===== src/rtl/gfs_pkg.sv =====
// Shared types for the gate driver fault supervisor.
package gfs_pkg;
    // Power state of the supervisor
    typedef enum logic [1:0] {
        PS_SLEEP = 2'd0,
        PS_WAKE  = 2'd1,
        PS_RUN   = 2'd2
    } pwr_state_t;
endpackage


===== src/rtl/gfs_sync.sv =====
// Multi-stage synchroniser for one asynchronous level.
// Assumes the input is a slow level; resets to 0 (line treated as low).
module gfs_sync #(
    parameter int STAGES = 2
) (
    input  logic clk,
    input  logic rst_n,
    input  logic d_async,
    output logic q_sync
);
    logic [STAGES-1:0] stage_q;

    generate
        for (genvar i = 0; i < STAGES; i++) begin : g_stage
            if (i == 0) begin : g_first
                // Capture the asynchronous level
                always_ff @(posedge clk) begin
                    if (!rst_n) stage_q[0] <= 1'b0;
                    else        stage_q[0] <= d_async;
                end
            end else begin : g_next
                // Shift toward the synchronised output
                always_ff @(posedge clk) begin
                    if (!rst_n) stage_q[i] <= 1'b0;
                    else        stage_q[i] <= stage_q[i-1];
                end
            end
        end
    endgenerate

    assign q_sync = stage_q[STAGES-1];
endmodule


===== src/rtl/gfs_thermal.sv =====
// Overtemperature detector with hysteresis on a digital code.
// Assumes TEMP_HYST < TEMP_TRIP and both fit in TEMP_W bits.
module gfs_thermal #(
    parameter int TEMP_W    = 8,
    parameter int TEMP_TRIP = 170,
    parameter int TEMP_HYST = 15
) (
    input  logic              clk,
    input  logic              rst_n,
    input  logic [TEMP_W-1:0] temp_code,
    output logic              hot_q
);
    localparam logic [TEMP_W-1:0] TRIP_LVL = TEMP_W'(TEMP_TRIP);
    localparam logic [TEMP_W-1:0] REL_LVL  = TEMP_W'(TEMP_TRIP - TEMP_HYST);

    // Set above the trip level, release at or below the release level
    always_ff @(posedge clk) begin
        if (!rst_n)     hot_q <= 1'b0;
        else if (hot_q) hot_q <= (temp_code > REL_LVL);
        else            hot_q <= (temp_code > TRIP_LVL);
    end
endmodule


===== src/rtl/gfs_line_timer.sv =====
// Measures low periods of the synchronised run line and sequences power.
// A low period of CLR_MIN_CYC cycles requests a latch clear; one longer than
// SLEEP_CYC enters sleep. After sleep the wake phase lasts until both supplies
// are good. Assumes 1 <= CLR_MIN_CYC <= SLEEP_CYC.
module gfs_line_timer
    import gfs_pkg::*;
#(
    parameter int CLR_MIN_CYC = 250,
    parameter int SLEEP_CYC   = 2500
) (
    input  logic clk,
    input  logic rst_n,
    input  logic run_s,
    input  logic uv_gate,
    input  logic uv_ref,
    output logic clr_req,
    output logic sleep_q,
    output logic wake_q
);
    localparam int CNT_W = $clog2(SLEEP_CYC + 1);
    localparam logic [CNT_W-1:0] CLR_LIM = CNT_W'(CLR_MIN_CYC - 1);
    localparam logic [CNT_W-1:0] SLP_LIM = CNT_W'(SLEEP_CYC);

    logic [CNT_W-1:0] low_cnt;
    pwr_state_t       state_q;

    // Count low cycles, saturating at the sleep limit
    always_ff @(posedge clk) begin
        if (!rst_n || run_s)       low_cnt <= '0;
        else if (low_cnt != SLP_LIM) low_cnt <= low_cnt + 1'b1;
    end

    assign clr_req = !run_s && (low_cnt >= CLR_LIM);

    // Power state sequencing: sleep, wake, run
    always_ff @(posedge clk) begin
        if (!rst_n) begin
            state_q <= PS_SLEEP;
        end else begin
            case (state_q)
                PS_SLEEP: if (run_s) state_q <= PS_WAKE;
                PS_WAKE: begin
                    if (!run_s && low_cnt >= SLP_LIM)  state_q <= PS_SLEEP;
                    else if (run_s && !uv_gate && !uv_ref) state_q <= PS_RUN;
                end
                PS_RUN:  if (!run_s && low_cnt >= SLP_LIM) state_q <= PS_SLEEP;
                default: state_q <= PS_SLEEP;
            endcase
        end
    end

    assign sleep_q = (state_q == PS_SLEEP);
    assign wake_q  = (state_q == PS_WAKE);
endmodule


===== src/rtl/gate_fault_supervisor.sv =====
// Gate driver fault supervisor: merges sticky and live fault conditions with
// a run/sleep line into a fault flag, sleep indication and per-gate inhibits.
// Assumes condition inputs are already synchronous to clk; run_line may be
// asynchronous. Inhibits follow the live undervoltage inputs combinationally.
module gate_fault_supervisor #(
    parameter int TEMP_W      = 8,
    parameter int TEMP_TRIP   = 170,
    parameter int TEMP_HYST   = 15,
    parameter int CLR_MIN_CYC = 250,
    parameter int SLEEP_CYC   = 2500
) (
    input  logic              clk,
    input  logic              rst_n,
    input  logic              run_line,
    input  logic              uv_gate,
    input  logic              uv_ref,
    input  logic              uv_boot,
    input  logic [TEMP_W-1:0] temp_code,
    output logic              fault_flag,
    output logic              sleep_o,
    output logic              inhibit_hi,
    output logic              inhibit_lo
);
    logic run_s;
    logic clr_req;
    logic sleep_q;
    logic wake_q;
    logic hot_q;
    logic latch_q;
    logic in_run;

    gfs_sync #(.STAGES(2)) i_sync (
        .clk     (clk),
        .rst_n   (rst_n),
        .d_async (run_line),
        .q_sync  (run_s)
    );

    gfs_thermal #(
        .TEMP_W    (TEMP_W),
        .TEMP_TRIP (TEMP_TRIP),
        .TEMP_HYST (TEMP_HYST)
    ) i_thermal (
        .clk       (clk),
        .rst_n     (rst_n),
        .temp_code (temp_code),
        .hot_q     (hot_q)
    );

    gfs_line_timer #(
        .CLR_MIN_CYC (CLR_MIN_CYC),
        .SLEEP_CYC   (SLEEP_CYC)
    ) i_line_timer (
        .clk     (clk),
        .rst_n   (rst_n),
        .run_s   (run_s),
        .uv_gate (uv_gate),
        .uv_ref  (uv_ref),
        .clr_req (clr_req),
        .sleep_q (sleep_q),
        .wake_q  (wake_q)
    );

    assign in_run = run_s && !sleep_q && !wake_q;

    // Sticky fault latch: cleared by a qualifying low pulse, set in run
    always_ff @(posedge clk) begin
        if (!rst_n || clr_req)              latch_q <= 1'b0;
        else if (in_run && (uv_gate || hot_q)) latch_q <= 1'b1;
    end

    // Output decode: flag masked during a clear pulse, forced in sleep
    always_comb begin
        inhibit_lo = !run_s || sleep_q || wake_q || uv_gate || uv_ref;
        inhibit_hi = inhibit_lo || uv_boot;
        fault_flag = sleep_q ||
                     (run_s && (latch_q || wake_q || hot_q ||
                                uv_gate || uv_ref || uv_boot));
        sleep_o    = sleep_q;
    end
endmodule


===== config.mk =====
export PLATFORM = sky130hd
export DESIGN_NAME = gate_fault_supervisor
export DESIGN_NICKNAME = d
export VERILOG_FILES = /design/src/rtl/gfs_pkg.sv /design/src/rtl/gfs_sync.sv /design/src/rtl/gfs_thermal.sv /design/src/rtl/gfs_line_timer.sv /design/src/rtl/gate_fault_supervisor.sv
export SDC_FILE = /design/constraint.sdc
export NUM_CORES = 1
export LEC_CHECK = 0
export BUFFER_PORTS_ARGS = -buffer_cell sky130_fd_sc_hd__buf_2
export CORE_ASPECT_RATIO = 0.9
export CORE_UTILIZATION = 50
export DETAILED_ROUTE_END_ITERATION = 8
export GPL_TIMING_DRIVEN = 0
export PLACE_DENSITY = 0.82
export SYNTH_ARGS = -nofsm -noshare
export SYNTH_HDL_FRONTEND = slang
export SYNTH_SLANG_ARGS = --single-unit

===== constraint.sdc =====
create_clock -name clk -period 2.3 [get_ports clk]
set_input_delay 0.115 -clock clk [delete_from_list [all_inputs] [get_ports clk]]
set_output_delay 0.115 -clock clk [all_outputs]
set_load 0.005 [all_outputs]

Word level (Yosys, flattened, before mapping)
Cells that the tools add are included.
W data, S select, Z words.
{ "word_totals": {"register_bits": 18, "input_bits": 14, "wordCells": 53} }
{ "op_classes": {"addsub": 1, "order_cmp": 4, "eq_ne": 6, "mux": 6, "reduce_logical": 30} }
{ "op_table": {"columns": ["op", "n"], "rows": [
  ["$gt A8 B8 Y1 const B", 2],
  ["$logic_or A1 B1 Y1", 14],
  ["$add A12 B1 Y12 const B", 1],
  ["$ge A12 B12 Y1 const B", 1],
  ["$ge A12 B8 Y1 const B", 1],
  ["$ne A12 B12 Y1 const B", 1],
  ["$logic_and A1 B1 Y1", 8],
  ["$mux W2", 4],
  ["$logic_not A1 Y1", 6],
  ["$pmux W2 S3", 1],
  ["$ne A2 B1 Y1 const B", 2],
  ["$ne A3 B1 Y1 const B", 1],
  ["$reduce_and A3 Y1", 1],
  ["$eq A2 B1 Y1 const B", 1],
  ["$eq A2 B2 Y1 const B", 1],
  ["$logic_not A2 Y1", 1],
  ["$mux W1", 1]
]} }

Longest topological paths before layout
Gate-level depths: netlist of the first run.
{ "logic_depth": {"ltp_word": 8, "ltp_mapped": 5, "depth_no_buf": 5} }

By module
A second synthesis of the first run with hierarchy kept.
{ "unflattened": {"cells_unflattened": 123, "area_unflattened_um2": 1028.5} }
{ "modules_own_cells": {"columns": ["mod", "n_inst", "cells_each", "area_per_inst_um2"], "rows": [
  ["gfs_line_timer", 1, 99, 822.0],
  ["gate_fault_supervisor", 1, 13, 96.3],
  ["gfs_thermal", 1, 7, 57.6],
  ["gfs_sync", 1, 4, 52.6]
]} }

Worst setup path after synthesis of the first run
Ideal clock, no wire load.
{ "synth_timing": {"path_kind": "register to register", "startpoint": "reg i_line_timer.low_cnt[0]", "endpoint": "reg i_line_timer.low_cnt[10]", "arrival_time_ps": 1315, "required_ps": 2230, "slack_ps": 915, "stages_incl_launch_ff": 5, "n_path_buf": 0, "period_less_slack_ps": 1385, "cell_sequence": "dfxtp_1 > ha_1 > nand3_1 > or4_1 > a21oi_1"} }
{ "synth_via": {"elab_chain_cells": 1, "elab_cells_between_ends": 2, "classes_between": "add/sub (1); eq/ne (1)"} }
{ "synth_lines": {"columns": ["element", "line", "rtl"], "rows": [
  ["from (decl)", "gfs_line_timer.sv:24", "logic [CNT_W-1:0] low_cnt;"],
  ["from (signal assigned)", "gfs_line_timer.sv:30", "else if (low_cnt != SLP_LIM) low_cnt <= low_cnt + 1'b1;"],
  ["$add A12 B1 Y12 or $ne A12 B12 Y1 (tied branches)", "gfs_line_timer.sv:30", null]
]} }
Parallel ways exist; a longest one is shown, timed or not.
A chain may end at the register's enable or synchronous reset.

Worst setup path after layout of the first run
{ "layout_timing": {"startpoint": "reg i_sync.stage_q[1] (netlist: i_sync.q_sync)", "endpoint": "out inhibit_hi"} }
{ "layout_via": {"elab_chain_cells": 6} }
{ "layout_lines": {"columns": ["element", "line", "rtl"], "rows": [
  ["from (decl)", "gfs_sync.sv:11", "logic [STAGES-1:0] stage_q;"],
  ["from (signal, indexed assignment)", "gfs_sync.sv:25", "else stage_q[i] <= stage_q[i-1];"],
  ["$logic_not A1 Y1", "gate_fault_supervisor.sv:74", "inhibit_lo = !run_s || sleep_q || wake_q || uv_gate || uv_ref;"],
  ["$logic_or A1 B1 Y1 (4 in a row)", "gate_fault_supervisor.sv:74", null],
  ["$logic_or A1 B1 Y1", "gate_fault_supervisor.sv:75", "inhibit_hi = inhibit_lo || uv_boot;"],
  ["to (decl)", "gate_fault_supervisor.sv:21", "output logic inhibit_hi,"]
]} }
Every way passes these cells.

==> summary.md, run 1 <==
| Metric | Value |
|---|---|
| Max_cap viols | `0` |
| Clk_lat worst skew | `300 ps` |
| Leading register cell type out of synthesis | `dfxtp_1` |
| Worst-path fanout max | `10` |
| Mapped Cells | `114` |
| CTS tree | `yes` |
| Clk buf depth | `2` |
| Slew Viols, Final | `0` |
| Vias per inst | `5.72` |
| Top-area cell type share of the netlist area | `36.8%` |
| WP buf/inv | `2` |
| Syn_nets | `132` |
| Fin util | `64.5%` |
| Area grow syn2layout | `15.5%` |
| # diodes | `0` |
| Num CTS Buffers | `3` |
| Status | `finished, final reports clean` |
| Die W | `48.6 um` |
| Initial antenna violation count | `0` |
| Port Buffers | `17` |
| Gr usage total | `23.4%` |
| Commonest cells post-synth | `dfxtp_1 (18), nand2_1 (10), a21oi_1 (7)` |
| CP Capture Type | `output port` |
| Total setup buffers inserted after CTS | `0` |
| WHS | `14.1 ps` |
| CTS sink cnt | `18` |
| Crit share post-route | `76.5%` |
| Worst EP arrival | `1640 ps` |
| Routed WL per cell | `13.5 um` |
| Top cell family by delay on the critical path | `simple AND/OR/NAND/NOR gates` |
| Post-Syn Area | `978 um^2` |
| Reg clk slew, reported paths | `100 ps` |
| CTS-repair resized insts | `0` |
| Setup Skew | `8.06 ps` |
| Core box area | `1750 um^2` |
| Total grt overflow | `0` |
| Vias in the first global route | `847` |
| YS warnings | `0` |
| Ratio of cells with drive above 1 in the final layout | `21.5%` |
| Synthesized flop and latch total | `18` |
| First-pass GRT wire length | `3740 um` |
| Most frequent cell after synthesis | `dfxtp_1` |
| TNS Setup | `0 ps` |
| Top cells by area, synth | `dfxtp_1 (37%), ha_1 (5.1%), nand2_1 (3.8%)` |
| Cell Pwr Density | `519 nW/um^2` |
| Most frequent CP cell | `buf_2` |
| Die Ht | `44.0 um` |
| DP Wirelength | `1620 um` |
| FILL cells | `160` |
| Cell taking the most area after synthesis | `dfxtp_1` |
| Worst vdd ir | `428 uV` |
| Critical-path cell list | `buf_2 -> nor3b_1 -> nand2_1 -> or2_2 -> buf_2` |
| Final worst path period need | `1760 ps` |
| DRT Pass-1 Iters | `4` |
| Die area | `2140 um^2` |
| Initial Utilization | `55.9%` |
| Syn_area_per_cell | `8.58 um^2` |
| DR iter-0 viols | `25` |
| Root Driver | `clkbuf_4` |
| Pwr Total | `0.587 mW` |
| Placer Congestion | `0.872` |
| Sequential area share after synthesis | `36.8%` |
| CP max stage cell | `nor3b_1` |
| Leakage power | `0.406 nW` |
| Final Hold Viols | `0` |
| # rows | `14` |
| Largest net degree at the start of global routing | `11` |
| Synth cell types | `37` |
| CP max stage delay | `350 ps` |
| Worst Hold Class | `in2reg` |
| CTS Hold Bufs | `0` |
| Post-synth ARST share | `0%` |
| CP Launch Type | `flip-flop` |
| H-tree level count | `1` |
| Fmax | `0.568 GHz` |
| IO Pins | `18` |
| Final #Nets | `154` |
| EDFF count, synth | `0` |
| Slew margin rel. | `75.4%` |
| Least-Margin Pin Slew | `366 ps` |
| Via count | `909` |
| RSZ-0062 raised after global routing | `false` |
| Post-route ant nets | `0` |
| CP Class | `reg2out` |
| # DRC | `0` |
| Final setup violation count | `0` |
| Worst EP required | `2180 ps` |
| Routed WL | `2140 um` |
==> power by group <==
part / switching [mW] / internal [mW] / leakage, nW / total (mW)
registers: 0.00658 / 0.319 / 0.146 / 0.326
logic: 0.0337 / 0.0273 / 0.239 / 0.0610
clock network: 0.103 / 0.0967 / 0.0210 / 0.200
==> area by class of cell <==
cell class,instances,area (um^2),share of cell area (%)
Multi-Input combinational cell,86,577,51.1
Sequential cell,18,360,31.9
Timing Repair Buffer,17,85.1,7.53
Clock buffer,4,36.3,3.21
Tap cell,24,30.0,2.66
Inverter,6,22.5,1.99
Buffer,4,18.8,1.66
==> cell usage in the layout, fill, tap and decap left out, types with 2 or more instances in the layout <==
master	netlist	routed
nor2b_1	2	2
o21a_1	2	2
nor3_1	3	3
a21oi_1	7	7
nand2_1	10	10
o31ai_1	5	5
nor2_1	4	4
inv_1	6	6
xor2_1	2	2
a31oi_1	3	3
buf_2	3	20
or4_1	4	4
a211oi_1	2	2
o21ai_0	4	4
nand4_1	2	2
nand2b_1	4	4
dfxtp_1	18	18
nor4_1	3	3
and2_1	2	2
or2_2	2	2
ha_1	4	4
mux2i_1	3	3
clkbuf_4	0	3
nand3_1	5	5
==> per-stage QoR <==
step,area [um^2],cells,worst slack [ps]
finish,1130,159,540
global route,1130,159,359
CTS,1130,159,529
detailed placement,1090,155,762
global placement,1090,155,794
floorplan,978,114,915
==> per-layer routing <==
layer	vias to the layer above	GRT usage (%)	share of wire, %
li1	460	-	-
met1	418	27.0	45
met2	26	41.4	50
met3	5	6.32	4.1
met4	0	10.0	1.4
met5	-	0	0
==> logic make-up after synthesis <==
group                    share of synthesized area [%]
multiplexers                                      3.07
buffers and inverters                             4.22
adder cells (fa/ha/maj)                           5.12
AO/OA/AOI/OAI                                     16.1
AND/OR/NAND/NOR                                   32.0
XOR/XNOR                                          2.69
flip-flops                                        36.8
==> worst paths after layout <==
check / startpoint / depth (start not counted) / slack [ps] / end
min: run_line / 2 / 10 / i_sync.stage_q[0]
max reg2reg: i_line_timer.low_cnt[0] / 4 / 730 / i_line_timer.low_cnt[10]
max: i_sync.q_sync / 5 / 540 / inhibit_hi
min reg2reg: i_sync.stage_q[0] / 1 / 450 / i_sync.q_sync
==> flip-flops by register name, indices dropped and copies added (netlist names) <==
register,count
i_line_timer.low_cnt,12
i_line_timer.state_q,2
i_sync.q_sync,1
i_sync.stage_q,1
i_thermal.hot_q,1
latch_q,1
Note: power is estimated with default switching activity, not from simulation.
==> inputs of run 2 (changes only) <==
==> constraint.sdc (replaced) <==
create_clock -name clk -period 1.8 [get_ports clk]
set_input_delay 0.09 -clock clk [delete_from_list [all_inputs] [get_ports clk]]
set_output_delay 0.09 -clock clk [all_outputs]
set_load 0.005 [all_outputs]
==> run 2 against run 1 <==
- sequential share of layout area fell by 0.42 points
- utilization rose by 0.86 points
- largest power group unchanged
- clock power increased by 28%
- clock-buffer cell count is the same
- register-to-register slack got worse by 500 ps
- sequential cell count unchanged
==> summary.md, run 2 (synthesized netlist as in run 1, its figures left out) <==
| Metric | Value |
|---|---|
| Status | `finished, final reports clean` |
| Final setup violation count | `0 (unchanged)` |
| Initial Utilization | `55.9% (unchanged)` |
| CP Launch Type | `flip-flop` |
| DP Wirelength | `1620 um (unchanged)` |
| Core box area | `1750 um^2 (unchanged)` |
| Setup Skew | `7.67 ps (-0.389 ps)` |
| # diodes | `0 (unchanged)` |
| # DRC | `0 (unchanged)` |
| RSZ-0062 raised after global routing | `false` |
| Pwr Total | `0.752 mW (+28%)` |
| Routed WL per cell | `13.5 um (about the same)` |
| Most frequent cells in the layout | `buf_2 (20), dfxtp_1 (18), nand2_1 (10)` |
| Total grt overflow | `0 (unchanged)` |
| Gr usage total | `23.6% (+0.15 points)` |
| First-pass GRT wire length | `3770 um (+0.75%)` |
| Worst Hold Class | `in2reg` |
| Final #Nets | `155 (+0.65%)` |
| Max_cap viols | `0 (unchanged)` |
| IO Pins | `18 (unchanged)` |
| Reg with most FFs | `i_line_timer.low_cnt` |
| CTS tree | `yes` |
| Reg clk slew, reported paths | `100 ps (about the same)` |
| Die area | `2140 um^2 (unchanged)` |
| Final worst path period need | `1620 ps` |
| Vias in the first global route | `859 (+1.4%)` |
| Commonest non-fill, non-tap cell in the layout | `buf_2` |
| Worst EP required | `1710 ps (-470 ps)` |
| Slew margin rel. | `75.4% (unchanged)` |
| CP Class | `reg2out` |
| DR iter-0 viols | `26 (+4.0%)` |
| H-tree level count | `1 (unchanged)` |
| Routed WL | `2150 um (+0.65%)` |
| CTS sink cnt | `18 (unchanged)` |
| Worst vdd ir | `557 uV (+30%)` |
| WL met1 | `959 um (-0.10%)` |
| Ratio of cells with drive above 1 in the final layout | `22.1% (+0.58 points)` |
| Final Hold Viols | `0 (unchanged)` |
| Placer Congestion | `0.872 (unchanged)` |
| Cell Pwr Density | `657 nW/um^2 (+27%)` |
| Uppermost layer routed | `met4` |
| TNS Setup | `0 ps (unchanged)` |
| Max reg flops | `12 (unchanged)` |
| CP Capture Type | `output port` |
| Num CTS Buffers | `3 (unchanged)` |
| # rows | `14 (unchanged)` |
| Worst EP arrival | `1530 ps (-110 ps)` |
| Root Driver | `clkbuf_4` |
| Fmax | `0.618 GHz` |
| Fin util | `65.4% (+0.86 points)` |
| Die W | `48.6 um (unchanged)` |
| Total setup buffers inserted after CTS | `0 (unchanged)` |
| Vias per inst | `5.71 (-0.19%)` |
| Largest net degree at the start of global routing | `11 (unchanged)` |
| Crit share post-route | `89.9%` |
| Final instance area | `1140 um^2 (+1.3%)` |
| WL met3 | `88 um (unchanged)` |
| Worst-path fanout max | `10 (unchanged)` |
| Via count | `913 (+0.44%)` |
| Port Buffers | `17 (unchanged)` |
| Clk_lat worst skew | `300 ps (about the same)` |
| Least-Margin Pin Slew | `366 ps (unchanged)` |
| WHS | `12.4 ps (-1.69 ps)` |
| Slew Viols, Final | `0 (unchanged)` |
| Area grow syn2layout | `17.0%` |
| Post-route ant nets | `0 (unchanged)` |
| DRT Pass-1 Iters | `4 (unchanged)` |
| Area post-placement | `1090 um^2 (unchanged)` |
| Leakage power | `0.412 nW (+1.4%)` |
| Initial antenna violation count | `0 (unchanged)` |
| Routed wl met2 | `1070 um (+1.3%)` |
| Die Ht | `44.0 um (unchanged)` |
| Clk buf depth | `2 (unchanged)` |
| Top flop regs | `i_line_timer.low_cnt: 12 flops, i_line_timer.state_q: 2 flops` |
-- run 2: cell types whose count changed in the layout (fill, tap and decap cells not counted) --
cell | before | now
dlygate4sd3_1 | 0 | 1
nor3b_1 | 1 | 0
nor3b_2 | 0 | 1
-- run 2: repair_timing --
item	in CTS	in global routing
endpoints found under the hold margin	1	0
resized for setup	0	1
hold buffers	1	0
setup endpoints to repair	0	1
-- run 2: power by group --
part	switching [mW]	leakage (nW)	internal, mW	total (mW)
sequential	0.00840	0.146	0.408	0.417
combinational	0.0437	0.244	0.0365	0.0802
clock	0.132	0.0210	0.124	0.255
total	0.184	0.412	0.568	0.752
-- run 2: cell type report --
type | instances | area, um^2
Timing Repair Buffer | 18 | 95.1
Clock buffer | 4 | 36.3
Inverter | 6 | 22.5
Buffer | 4 | 18.8
Multi-Input combinational cell | 86 | 582
Tap cell | 24 | 30.0
Sequential cell | 18 | 360
Fill cell | 158 | 607
-- run 2: path summary, 6_finish.rpt --
path                                start                       end  slack (ps)  cells after the start
setup / recovery            i_sync.q_sync                inhibit_hi         180                      5
hold / removal               temp_code[7]           i_thermal.hot_q          10                      3
setup reg to reg  i_line_timer.low_cnt[0]  i_line_timer.low_cnt[10]         230                      4
hold reg to reg         i_sync.stage_q[0]             i_sync.q_sync         450                      1
-- run 2: per-layer routing --
layer,vias to the layer above,GRT usage (%)
met5,-,0
met4,0,10.0
met3,5,6.32
met2,26,41.9
met1,420,27.0
li1,462,-
-- run 2: stage by stage --
step                setup WS (ps)  cells
floorplan                     415    114
global placement              294    155
detailed placement            262    155
CTS                          54.3    160
global route                 38.3    160
finish                        183    160
-- run 2: critical path, stage by stage, from the launching register on --
cell	delay (ps)
dfxtp_1	310
buf_2	180
nor3b_2	250
nand2_1	90
or2_2	270
buf_2	130
==> inputs of run 3 (changes only) <==
--- a/config.mk
+++ b/config.mk
@@ -10,7 +10,8 @@
 export CORE_UTILIZATION = 50
 export DETAILED_ROUTE_END_ITERATION = 8
 export GPL_TIMING_DRIVEN = 0
-export PLACE_DENSITY = 0.82
+export PLACE_DENSITY = 0.81
 export SYNTH_ARGS = -nofsm -noshare
 export SYNTH_HDL_FRONTEND = slang
+export SYNTH_HIERARCHICAL = 1
 export SYNTH_SLANG_ARGS = --single-unit
==> run 3 against run 2 <==
- via count rose by 8.7%
- routed wire length rose by 10%
- register-to-register slack got worse by 40 ps
- worst hold slack improved by 21 ps
- clock power barely moved
- area after synthesis rose by 5.1%
- clock skew rose by 7.5 ps
- first-iteration DRC count fell by 7.7%
- sequential cell count did not move
- die area rose by 4.9%
- highest routed layer unchanged
==> summary.md, run 3 <==
| Metric | Value |
|---|---|
| FILL cells | `163 (+3.2%)` |
| Post-route ant nets | `0 (unchanged)` |
| Routed WL | `2380 um (+10%)` |
| Synth cell types | `39 (+5.4%)` |
| Sequential area share after synthesis | `35.0% (-1.8 points)` |
| CTS-repair resized insts | `0 (unchanged)` |
| CTS Hold Bufs | `1 (unchanged)` |
| Commonest cells post-synth | `dfxtp_1 (18), a21oi_1 (10), nor2_1 (9)` |
| Final instance area | `1190 um^2 (+4.0%)` |
| Vias in the first global route | `906 (+5.5%)` |
| Register-to-Register Path Depth | `4 (unchanged)` |
| Crit share post-route | `92.7% (+2.8 points)` |
| Routed WL per cell | `14.0 um (+3.9%)` |
| Least-Margin Pin Slew | `493 ps (+127 ps)` |
| Reg clk slew, reported paths | `110 ps (about the same)` |
| CP Class | `reg2out` |
| CP Capture Type | `output port` |
| Core box area | `1930 um^2 (+10%)` |
| Initial Utilization | `53.2% (-2.7 points)` |
| CTS sink cnt | `18 (unchanged)` |
| Final Hold Viols | `0 (unchanged)` |
| RSZ-0062 raised after global routing | `false` |
| Synthesized flop and latch total | `18 (unchanged)` |
| Hold-critical path depth | `3 (unchanged)` |
| Reg with most FFs | `i_line_timer/low_cnt` |
| Max reg flops | `12 (unchanged)` |
| Post-synth ARST share | `0% (unchanged)` |
| Met1 GRT Util | `26.3% (-0.79 points)` |
| Worst Hold Class | `in2reg` |
| YS warnings | `6 (+6)` |
| Leading register cell type out of synthesis | `dfxtp_1` |
| # DRC | `0 (unchanged)` |
| Status | `finished, final reports clean` |
| Met2 GRT Util | `41.4% (-0.59 points)` |
| Worst-path fanout max | `5 (-5)` |
| Met3 Use GR | `4.04% (-2.3 points)` |
| Cell taking the most area after synthesis | `dfxtp_1` |
| Initial antenna violation count | `0 (unchanged)` |
| Max_cap viols | `0 (unchanged)` |
| Top-area cell type share of the netlist area | `35.0% (-1.8 points)` |
| Sequential Area | `360 um^2 (unchanged)` |
| # rows | `15 (+1)` |
| Syn_area_per_cell | `8.36 um^2 (-2.6%)` |
| Slew margin rel. | `66.9% (-8.6 points)` |
| Clk_lat worst skew | `310 ps (about the same)` |
| Via count | `992 (+8.7%)` |
| CP Launch Type | `flip-flop` |
| Ratio of cells with drive above 1 in the final layout | `20.7% (-1.4 points)` |
| Port Buffers | `17 (unchanged)` |
| IO Pins | `18 (unchanged)` |
| DP Wirelength | `1700 um (+5.0%)` |
| GRT busiest layer | `met2` |
| Area grow syn2layout | `15.8%` |
| Worst EP required | `1710 ps (about the same)` |
| Leakage power | `0.435 nW (+5.6%)` |
| Final setup violation count | `0 (unchanged)` |
| Num CTS Buffers | `3 (unchanged)` |
| H-tree level count | `1 (unchanged)` |
| Total setup buffers inserted after CTS | `0 (unchanged)` |
| DRT Pass-1 Iters | `4 (unchanged)` |
| CTS tree | `yes` |
| Final worst path period need | `1670 ps (+51.2 ps)` |
| Worst vdd ir | `468 uV (-16%)` |
| Slew Viols, Final | `0 (unchanged)` |
| DR iter-0 viols | `24 (-7.7%)` |
| Syn_nets | `141 (+6.8%)` |
| EDFF count, synth | `0 (unchanged)` |
| Cell Pwr Density | `633 nW/um^2 (-3.7%)` |
| Die area | `2240 um^2 (+4.9%)` |
| Setup Skew | `15.2 ps (+7.55 ps)` |
| Multi-input logic area | `611 um^2 (+4.9%)` |
| First-pass GRT wire length | `3860 um (+2.6%)` |
| Top cells by area, synth | `dfxtp_1 (35%), a21oi_1 (4.9%), ha_1 (4.9%)` |
| Root Driver | `clkbuf_4` |
| Post-Syn Area | `1030 um^2 (+5.1%)` |
| Most frequent cells in the layout | `buf_2 (18), dfxtp_1 (18), a21oi_1 (10)` |
| Most frequent cell after synthesis | `dfxtp_1` |
| Die W | `49.8 um (+2.4%)` |
| Final #Nets | `164 (+5.8%)` |
| # diodes | `0 (unchanged)` |
| Placer Congestion | `0.863 (-0.96%)` |
| Fmax | `0.599 GHz (-3.1%)` |
| Total grt overflow | `0 (unchanged)` |
| Vias per inst | `5.84 (+2.3%)` |
| Largest net degree at the start of global routing | `12 (+1)` |
| Gr usage total | `23.4% (-0.20 points)` |
| Area post-placement | `1140 um^2 (+4.7%)` |
| TNS Setup | `0 ps (unchanged)` |
| Clk buf depth | `2 (unchanged)` |
| Die Ht | `45.0 um (+2.4%)` |
| Worst EP arrival | `1580 ps (+50 ps)` |
| Top flop regs | `i_line_timer/low_cnt: 12 flops, i_line_timer/state_q: 2 flops` |
| Mapped Cells | `123 (+7.9%)` |
[run 3: cell count changes after synthesis, moves of 3 or more]
cell | previous run | this run
or3_1 | 1 | 4
nand2_1 | 10 | 4
nor2_1 | 4 | 9
a21oi_1 | 7 | 10
[run 3: per-layer routing]
metal	vias to the layer above	share of wire [%]	wire [um]
li1	502	-	-
met1	452	44	1050
met2	31	50	1190
met3	7	4.2	99
met4	0	1.8	42
met5	-	0	0
[run 3: where the power goes]
group	internal, mW	leakage (nW)	switching (mW)
clock	0.123	0.0210	0.131
sequential	0.408	0.146	0.0114
combinational	0.0368	0.268	0.0422
total	0.569	0.435	0.185
[run 3: worst max-delay path, stage by stage (launching register included)]
cell and delay (ps):
dfxtp_1 360, nor2b_1 170, or3_1 310, or3_1 310, buf_2 130
[run 3: cell type report]
type,count,share of cell area [%]
Tap cell,25,2.63
Timing Repair Buffer,18,7.98
Buffer,4,2.31
Multi-Input combinational cell,93,51.3
Clock buffer,4,3.05
Sequential cell,18,30.3
Inverter,8,2.52
[run 3: cells by family after synthesis]
group,share of synthesized area [%]
xor gates and xnor gates,2.56
muxes,0.973
AOI/OAI and AO/OA,18.6
and+or+nand+nor,32.4
adders and majority gates,4.87
DFF,35.0
buffers and inverters,5.60
[run 3: stage by stage]
stage	util [%]	setup slack (ps)	std cells	power, mW	hold slack [ps]
6_report	61.6	131	170	0.754	33.2
5_1_grt	61.6	58.1	170	0.785	24.0
4_1_cts	61.6	118	170	0.757	24.4
3_5_place_dp	59.2	310	165	0.505	308
3_3_place_gp	59.2	345	165	0.500	291
2_1_floorplan	-	461	123	0.472	206
[run 3: final timing paths]
kind,start,end,slack (ps)
worst max register to register,i_line_timer/low_cnt[0],i_line_timer/low_cnt[10],190
worst min register to register,i_sync/stage_q[0],i_sync/q_sync,440
worst max-delay path,i_line_timer/state_q[0],inhibit_hi,130
worst min-delay path,temp_code[7],i_thermal/hot_q,30
